--- config.mk ---
export PLATFORM = sky130hd
export DESIGN_NAME = pp_bus_arbiter
export DESIGN_NICKNAME = d
export VERILOG_FILES = /design/src/rtl/pp_arb_pkg.sv /design/src/rtl/pp_fix_pick.sv /design/src/rtl/pp_rr_pick.sv /design/src/rtl/pp_pool_split.sv /design/src/rtl/pp_bus_arbiter.sv
export SDC_FILE = /design/constraint.sdc
export NUM_CORES = 1
export LEC_CHECK = 0
export BUFFER_PORTS_ARGS = -buffer_cell sky130_fd_sc_hd__buf_2
export CORE_UTILIZATION = 54
export DETAILED_ROUTE_END_ITERATION = 7
export PLACE_DENSITY_LB_ADDON = 0.25
export SYNTH_ARGS = -nofsm -noshare
export SYNTH_HDL_FRONTEND = slang
export SYNTH_SLANG_ARGS = --single-unit
--- constraint.sdc ---
create_clock -name clk -period 2.7 [get_ports clk]
set_input_delay 0.675 -clock clk [delete_from_list [all_inputs] [get_ports clk]]
set_output_delay 0.675 -clock clk [all_outputs]
set_load 0.05 [all_outputs]
--- src/rtl/pp_arb_pkg.sv ---
package pp_arb_pkg;

    typedef enum logic [1:0] {
        POOL_BG   = 2'd0,
        POOL_BW   = 2'd1,
        POOL_LAT  = 2'd2,
        POOL_CRIT = 2'd3
    } pool_e;

    typedef enum logic {
        ST_PARK = 1'b0,
        ST_OWN  = 1'b1
    } arb_st_e;

    localparam int NUM_POOLS = 4;

endpackage

--- src/rtl/pp_fix_pick.sv ---
module pp_fix_pick #(
    parameter int NUM_MST = 4,
    parameter int IDX_W   = (NUM_MST > 1) ? $clog2(NUM_MST) : 1
) (
    input  logic [NUM_MST-1:0] vec,
    output logic [IDX_W-1:0]   idx,
    output logic               any
);

    // lowest set index wins; scan from the top so the last write is the lowest
    always_comb begin
        idx = '0;
        for (int i = NUM_MST - 1; i >= 0; i--) begin
            if (vec[i]) begin
                idx = IDX_W'(i);
            end
        end
        any = |vec;
    end

endmodule

--- src/rtl/pp_rr_pick.sv ---
module pp_rr_pick #(
    parameter int NUM_MST = 4,
    parameter int IDX_W   = (NUM_MST > 1) ? $clog2(NUM_MST) : 1
) (
    input  logic [NUM_MST-1:0] vec,
    input  logic [IDX_W-1:0]   ptr,
    output logic [IDX_W-1:0]   idx
);

    logic [NUM_MST-1:0] upper;
    logic [IDX_W-1:0]   up_idx;
    logic [IDX_W-1:0]   all_idx;
    logic               up_any;
    logic               all_any;

    // requesters at or above the pointer
    always_comb begin
        for (int i = 0; i < NUM_MST; i++) begin
            upper[i] = vec[i] && (IDX_W'(i) >= ptr);
        end
    end

    pp_fix_pick #(.NUM_MST(NUM_MST), .IDX_W(IDX_W)) u_up (
        .vec (upper),
        .idx (up_idx),
        .any (up_any)
    );

    pp_fix_pick #(.NUM_MST(NUM_MST), .IDX_W(IDX_W)) u_all (
        .vec (vec),
        .idx (all_idx),
        .any (all_any)
    );

    // if nothing sits at or above the pointer, wrap to the lowest requester
    always_comb begin
        if (up_any) begin
            idx = up_idx;
        end else if (all_any) begin
            idx = all_idx;
        end else begin
            idx = '0;
        end
    end

endmodule

--- src/rtl/pp_pool_split.sv ---
module pp_pool_split
    import pp_arb_pkg::*;
#(
    parameter int NUM_MST = 4
) (
    input  logic [NUM_MST-1:0]          req,
    input  logic [2*NUM_MST-1:0]        prio,
    output logic [NUM_POOLS-1:0][NUM_MST-1:0] pool_req,
    output logic [NUM_POOLS-1:0]        pool_any,
    output pool_e                       top_pool
);

    genvar p, m;
    generate
        for (p = 0; p < NUM_POOLS; p++) begin : g_pool
            for (m = 0; m < NUM_MST; m++) begin : g_mst
                assign pool_req[p][m] = req[m] && (prio[2*m +: 2] == 2'(p));
            end
            assign pool_any[p] = |pool_req[p];
        end
    endgenerate

    // pool level always dominates
    always_comb begin
        if (pool_any[POOL_CRIT]) begin
            top_pool = POOL_CRIT;
        end else if (pool_any[POOL_LAT]) begin
            top_pool = POOL_LAT;
        end else if (pool_any[POOL_BW]) begin
            top_pool = POOL_BW;
        end else begin
            top_pool = POOL_BG;
        end
    end

endmodule

--- src/rtl/pp_bus_arbiter.sv ---
module pp_bus_arbiter
    import pp_arb_pkg::*;
#(
    parameter int NUM_MST = 4,
    localparam int IDX_W  = (NUM_MST > 1) ? $clog2(NUM_MST) : 1
) (
    input  logic                 clk,
    input  logic                 rst_n,
    input  logic                 arb_en,
    input  logic [NUM_MST-1:0]   req,
    input  logic [2*NUM_MST-1:0] prio,
    output logic [NUM_MST-1:0]   gnt,
    output logic [IDX_W-1:0]     gnt_idx,
    output logic                 gnt_held
);

    localparam logic [IDX_W-1:0] LAST_IDX = IDX_W'(NUM_MST - 1);

    logic [NUM_POOLS-1:0][NUM_MST-1:0] pool_req;
    logic [NUM_POOLS-1:0]              pool_any;
    pool_e                             top_pool;
    logic [NUM_POOLS-1:0][IDX_W-1:0]   pool_pick;
    logic [NUM_POOLS-1:0][IDX_W-1:0]   rr_ptr;
    logic [IDX_W-1:0]                  winner;
    logic                              any_req;
    logic                              do_arb;

    arb_st_e                           st_q;
    arb_st_e                           st_d;
    logic [IDX_W-1:0]                  own_q;
    logic [IDX_W-1:0]                  own_d;

    pp_pool_split #(.NUM_MST(NUM_MST)) u_split (
        .req      (req),
        .prio     (prio),
        .pool_req (pool_req),
        .pool_any (pool_any),
        .top_pool (top_pool)
    );

    assign any_req = |pool_any;
    assign do_arb  = arb_en && any_req;

    // outer pools rotate, middle pools use a fixed order
    genvar p;
    generate
        for (p = 0; p < NUM_POOLS; p++) begin : g_pick
            if (p == int'(POOL_CRIT) || p == int'(POOL_BG)) begin : g_rr
                pp_rr_pick #(.NUM_MST(NUM_MST), .IDX_W(IDX_W)) u_rr (
                    .vec (pool_req[p]),
                    .ptr (rr_ptr[p]),
                    .idx (pool_pick[p])
                );

                always_ff @(posedge clk or negedge rst_n) begin
                    if (!rst_n) begin
                        rr_ptr[p] <= '0;
                    end else if (do_arb && top_pool == pool_e'(p)) begin
                        rr_ptr[p] <= (pool_pick[p] == LAST_IDX) ? '0
                                                                 : pool_pick[p] + 1'b1;
                    end
                end
            end else begin : g_fix
                logic unused_any;
                pp_fix_pick #(.NUM_MST(NUM_MST), .IDX_W(IDX_W)) u_fix (
                    .vec (pool_req[p]),
                    .idx (pool_pick[p]),
                    .any (unused_any)
                );
                assign rr_ptr[p] = '0;
            end
        end
    endgenerate

    assign winner = pool_pick[top_pool];

    // next-state and next-owner selection
    always_comb begin
        st_d  = st_q;
        own_d = own_q;
        unique case (st_q)
            ST_PARK: begin
                if (do_arb) begin
                    st_d  = ST_OWN;
                    own_d = winner;
                end
            end
            ST_OWN: begin
                if (do_arb) begin
                    own_d = winner;
                end else if (arb_en) begin
                    st_d = ST_PARK;
                end
            end
            default: begin
                st_d = ST_PARK;
            end
        endcase
    end

    // state register
    always_ff @(posedge clk or negedge rst_n) begin
        if (!rst_n) begin
            st_q  <= ST_PARK;
            own_q <= '0;
        end else begin
            st_q  <= st_d;
            own_q <= own_d;
        end
    end

    // outputs
    always_comb begin
        gnt          = '0;
        gnt[own_q]   = 1'b1;
        gnt_idx      = own_q;
        gnt_held     = (st_q == ST_OWN);
    end

endmodule

==> flow_metrics.py <==
metrics = {
    "setup_path": {
        "worstSetupPathType": "primary input to flop",
        "reg2reg_setup_slack_ps": 1040,
        "r2r-end": "gnt_idx[1]",
        "crit-reg2reg-launch": "rr_ptr[1]",
        "cp.required_ps": 2830,
        "reg2reg_depth": 5,
        "startpoint_type": "primary input",
        "path_max_fanout": 6,
        "arrival_ps": 2270,
        "cp-end-kind": "flop",
    },
    "floorplanning": {
        "dieArea_um2": 1590,
        "start_util_pct": 58.7,
        "core_area_um2": 1320,
        "die_w_um": 39.8,
        "die_h_um": 39.8,
        "io_pins": 22,
        "std_cell_rows": 13,
    },
    "cts": {
        "cts-root-buf": "clkbuf_4",
        "cts_tree": "done",
        "clock_latency_ps": 250,
        "cts_max_level": 1,
        "clk_pin_slew_ps": 50,
        "clock-sinks": 7,
        "postCtsSetupBuffers": 0,
        "cts_buffer_depth": 2,
        "cts-buffers-inserted": 3,
        "post_cts_resized": 0,
        "postCtsHoldBufs": 0,
    },
    "route": {
        "vias": 836,
        "vias_per_cell": 6.38,
        "antenna_left": 0,
        "drc": 0,
        "drt_iter0_drc": 23,
        "first_pass_iters": 4,
        "wl_per_cell_um": 14.8,
        "wl_um": 1930,
    },
    "global_routing": {
        "antenna_found_initial": 0,
        "grt-ovfl-total": 0,
        "grt_max_degree": 10,
        "grt_pass1_vias": 711,
        "grt_pass1_wl_um": 3000,
        "track_usage_pct": 28.7,
    },
    "sta": {
        "rsz0062_at_grt": "no",
        "hold_viol_final": 0,
        "tightest_slew_ps": 712,
        "slew_headroom_pct": 52.0,
        "drv_slew": 0,
        "finalCriticalPeriod_ps": 2150,
        "setup_violations": 0,
        "finalCritPeriodShare_pct": 79.6,
        "fmax_mhz": 466,
        "tns_ps": 0,
        "finClkSkew_ps": 5.29,
    },
    "synthesis": {
        "ys_warn_count": 0,
        "ys_async_sr_fraction_pct": 100,
        "synth-edff-count": 0,
        "synth_simple_gate_area_share_pct": 40.8,
        "synthAdderAreaFrac_pct": 0,
        "syn_nets": 107,
        "synth_area_leader_cell": "dfrtp_1",
        "synth.most_common_cell": "nand2_1",
        "synth_mux_area_share_pct": 6.15,
        "yosysUniqueCellTypes": 43,
        "yosysSeqAreaShare_pct": 22.7,
        "synth_top_family_by_area": "simple AND/OR/NAND/NOR gates",
        "syn_area_per_cell_um2": 8.40,
        "synth-main-ff-cell": "dfrtp_1",
        "netlist_instances": 92,
        "synth_seq_cells": 7,
        "ys_top_cells_by_area": "dfrtp_1 (23%), nor2b_1 (4.0%), nor4bb_1 (3.9%)",
        "yosys-top-cells-count": "nand2_1 (8), dfrtp_1 (7), nand3_1 (5), nor2_1 (5), nor2b_1 (5)",
        "synth_compound_area_share_pct": 26.5,
        "yosys.area.top_type_share_pct": 22.7,
        "synth_xor_area_share_pct": 1.13,
        "syn_area_um2": 773,
    },
    "placed_design": {
        "port_buffers": 21,
        "gp_congestion": 0.857,
        "dp_cells": 127,
        "place_hpwl_um": 1530,
    },
    "power": {
        "p_leak_nw": 0.421,
        "powerDensity_nw_per_um2": 520,
        "peakVddDrop_v": 0.000556,
    },
    "final_layout": {
        "drive_gt1_share_pct": 28.4,
        "final_nets": 132,
        "diodes": 0,
        "area_growth_pct": 19.6,
        "instances_no_fill": 131,
    },
    "min_path": {
        "min_path_type": "primary input to asynchronous set/reset pin",
    },
    "run_status": {
        "status": "finished, final reports clean",
    },
    "run": {
        "drv_cap": 0,
    },
}
[kinds of logic after synthesis]
| kind of cell | count (synthesis) |
|---|---|
| AND/OR/NAND/NOR | 50 |
| AO/OA/AOI/OAI | 25 |
| flip-flops | 7 |
| buffers and inverters | 5 |
| multiplexers | 4 |
| XOR/XNOR | 1 |
[placed cells by master (no fill, tap or decap), types with 5 or more instances in the layout]
cell     count
buf_2       21
nand3_1      5
nand2_1      8
nor2_1       5
nor2b_1      5
dfrtp_1      7
[cell type report]
| class | instances | area, um^2 |
|---|---|---|
| inverters | 2 | 7.51 |
| clock buffers | 4 | 26.3 |
| flip-flops and latches | 7 | 175 |
| multi-input cells | 80 | 577 |
| fillers | 105 | 393 |
| repair buffers | 23 | 120 |
| well taps | 15 | 18.8 |
[through the flow]
step	util, %	total power [W]	hold WS [ps]	instance area (um^2)	setup slack (ps)
finish	70.2	0.000481	249	925	552
global route	70.2	0.000513	245	925	472
CTS	70.2	0.000482	248	925	560
detailed placement	68.2	0.000390	513	898	301
global placement	68.2	0.000381	509	898	362
floorplan	-	0.000326	379	773	398
[worst max path at each step]
stage	cells after the start	slack, ps	endpoint	from
after floorplan	6	400	rr_ptr[7]	prio[1]
after global placement	6	360	rr_ptr[7]	req[1]
after detailed placement	6	300	rr_ptr[7]	req[0]
after CTS	6	560	rr_ptr[7]	req[1]
after global routing	6	470	rr_ptr[1]	prio[5]
final	6	550	rr_ptr[1]	prio[5]
[worst max-delay path: stages]
cell and delay [ps]:
buf_2 130, or3b_1 410, or4b_4 240, nand2_1 50
nor4_1 370, mux2_2 400
[layer usage]
layer	share of wire [%]	routed length, um	GRT usage, %	vias up
met2	50	974	49.6	26
met4	0.47	9	5.17	0
met5	0	0	0	-
met1	44	851	34.0	393
li1	-	-	-	415
met3	5.1	98	9.66	2
[power breakdown]
| part | internal (W) | switching, W | total, W |
|---|---|---|---|
| Combinational | 0.0000862 | 0.000139 | 0.000225 |
| Sequential | 0.000130 | 0.0000340 | 0.000164 |
| Clock | 0.0000562 | 0.0000349 | 0.0000911 |
| Total | 0.000273 | 0.000208 | 0.000481 |
(Power assumes the default switching activity.)
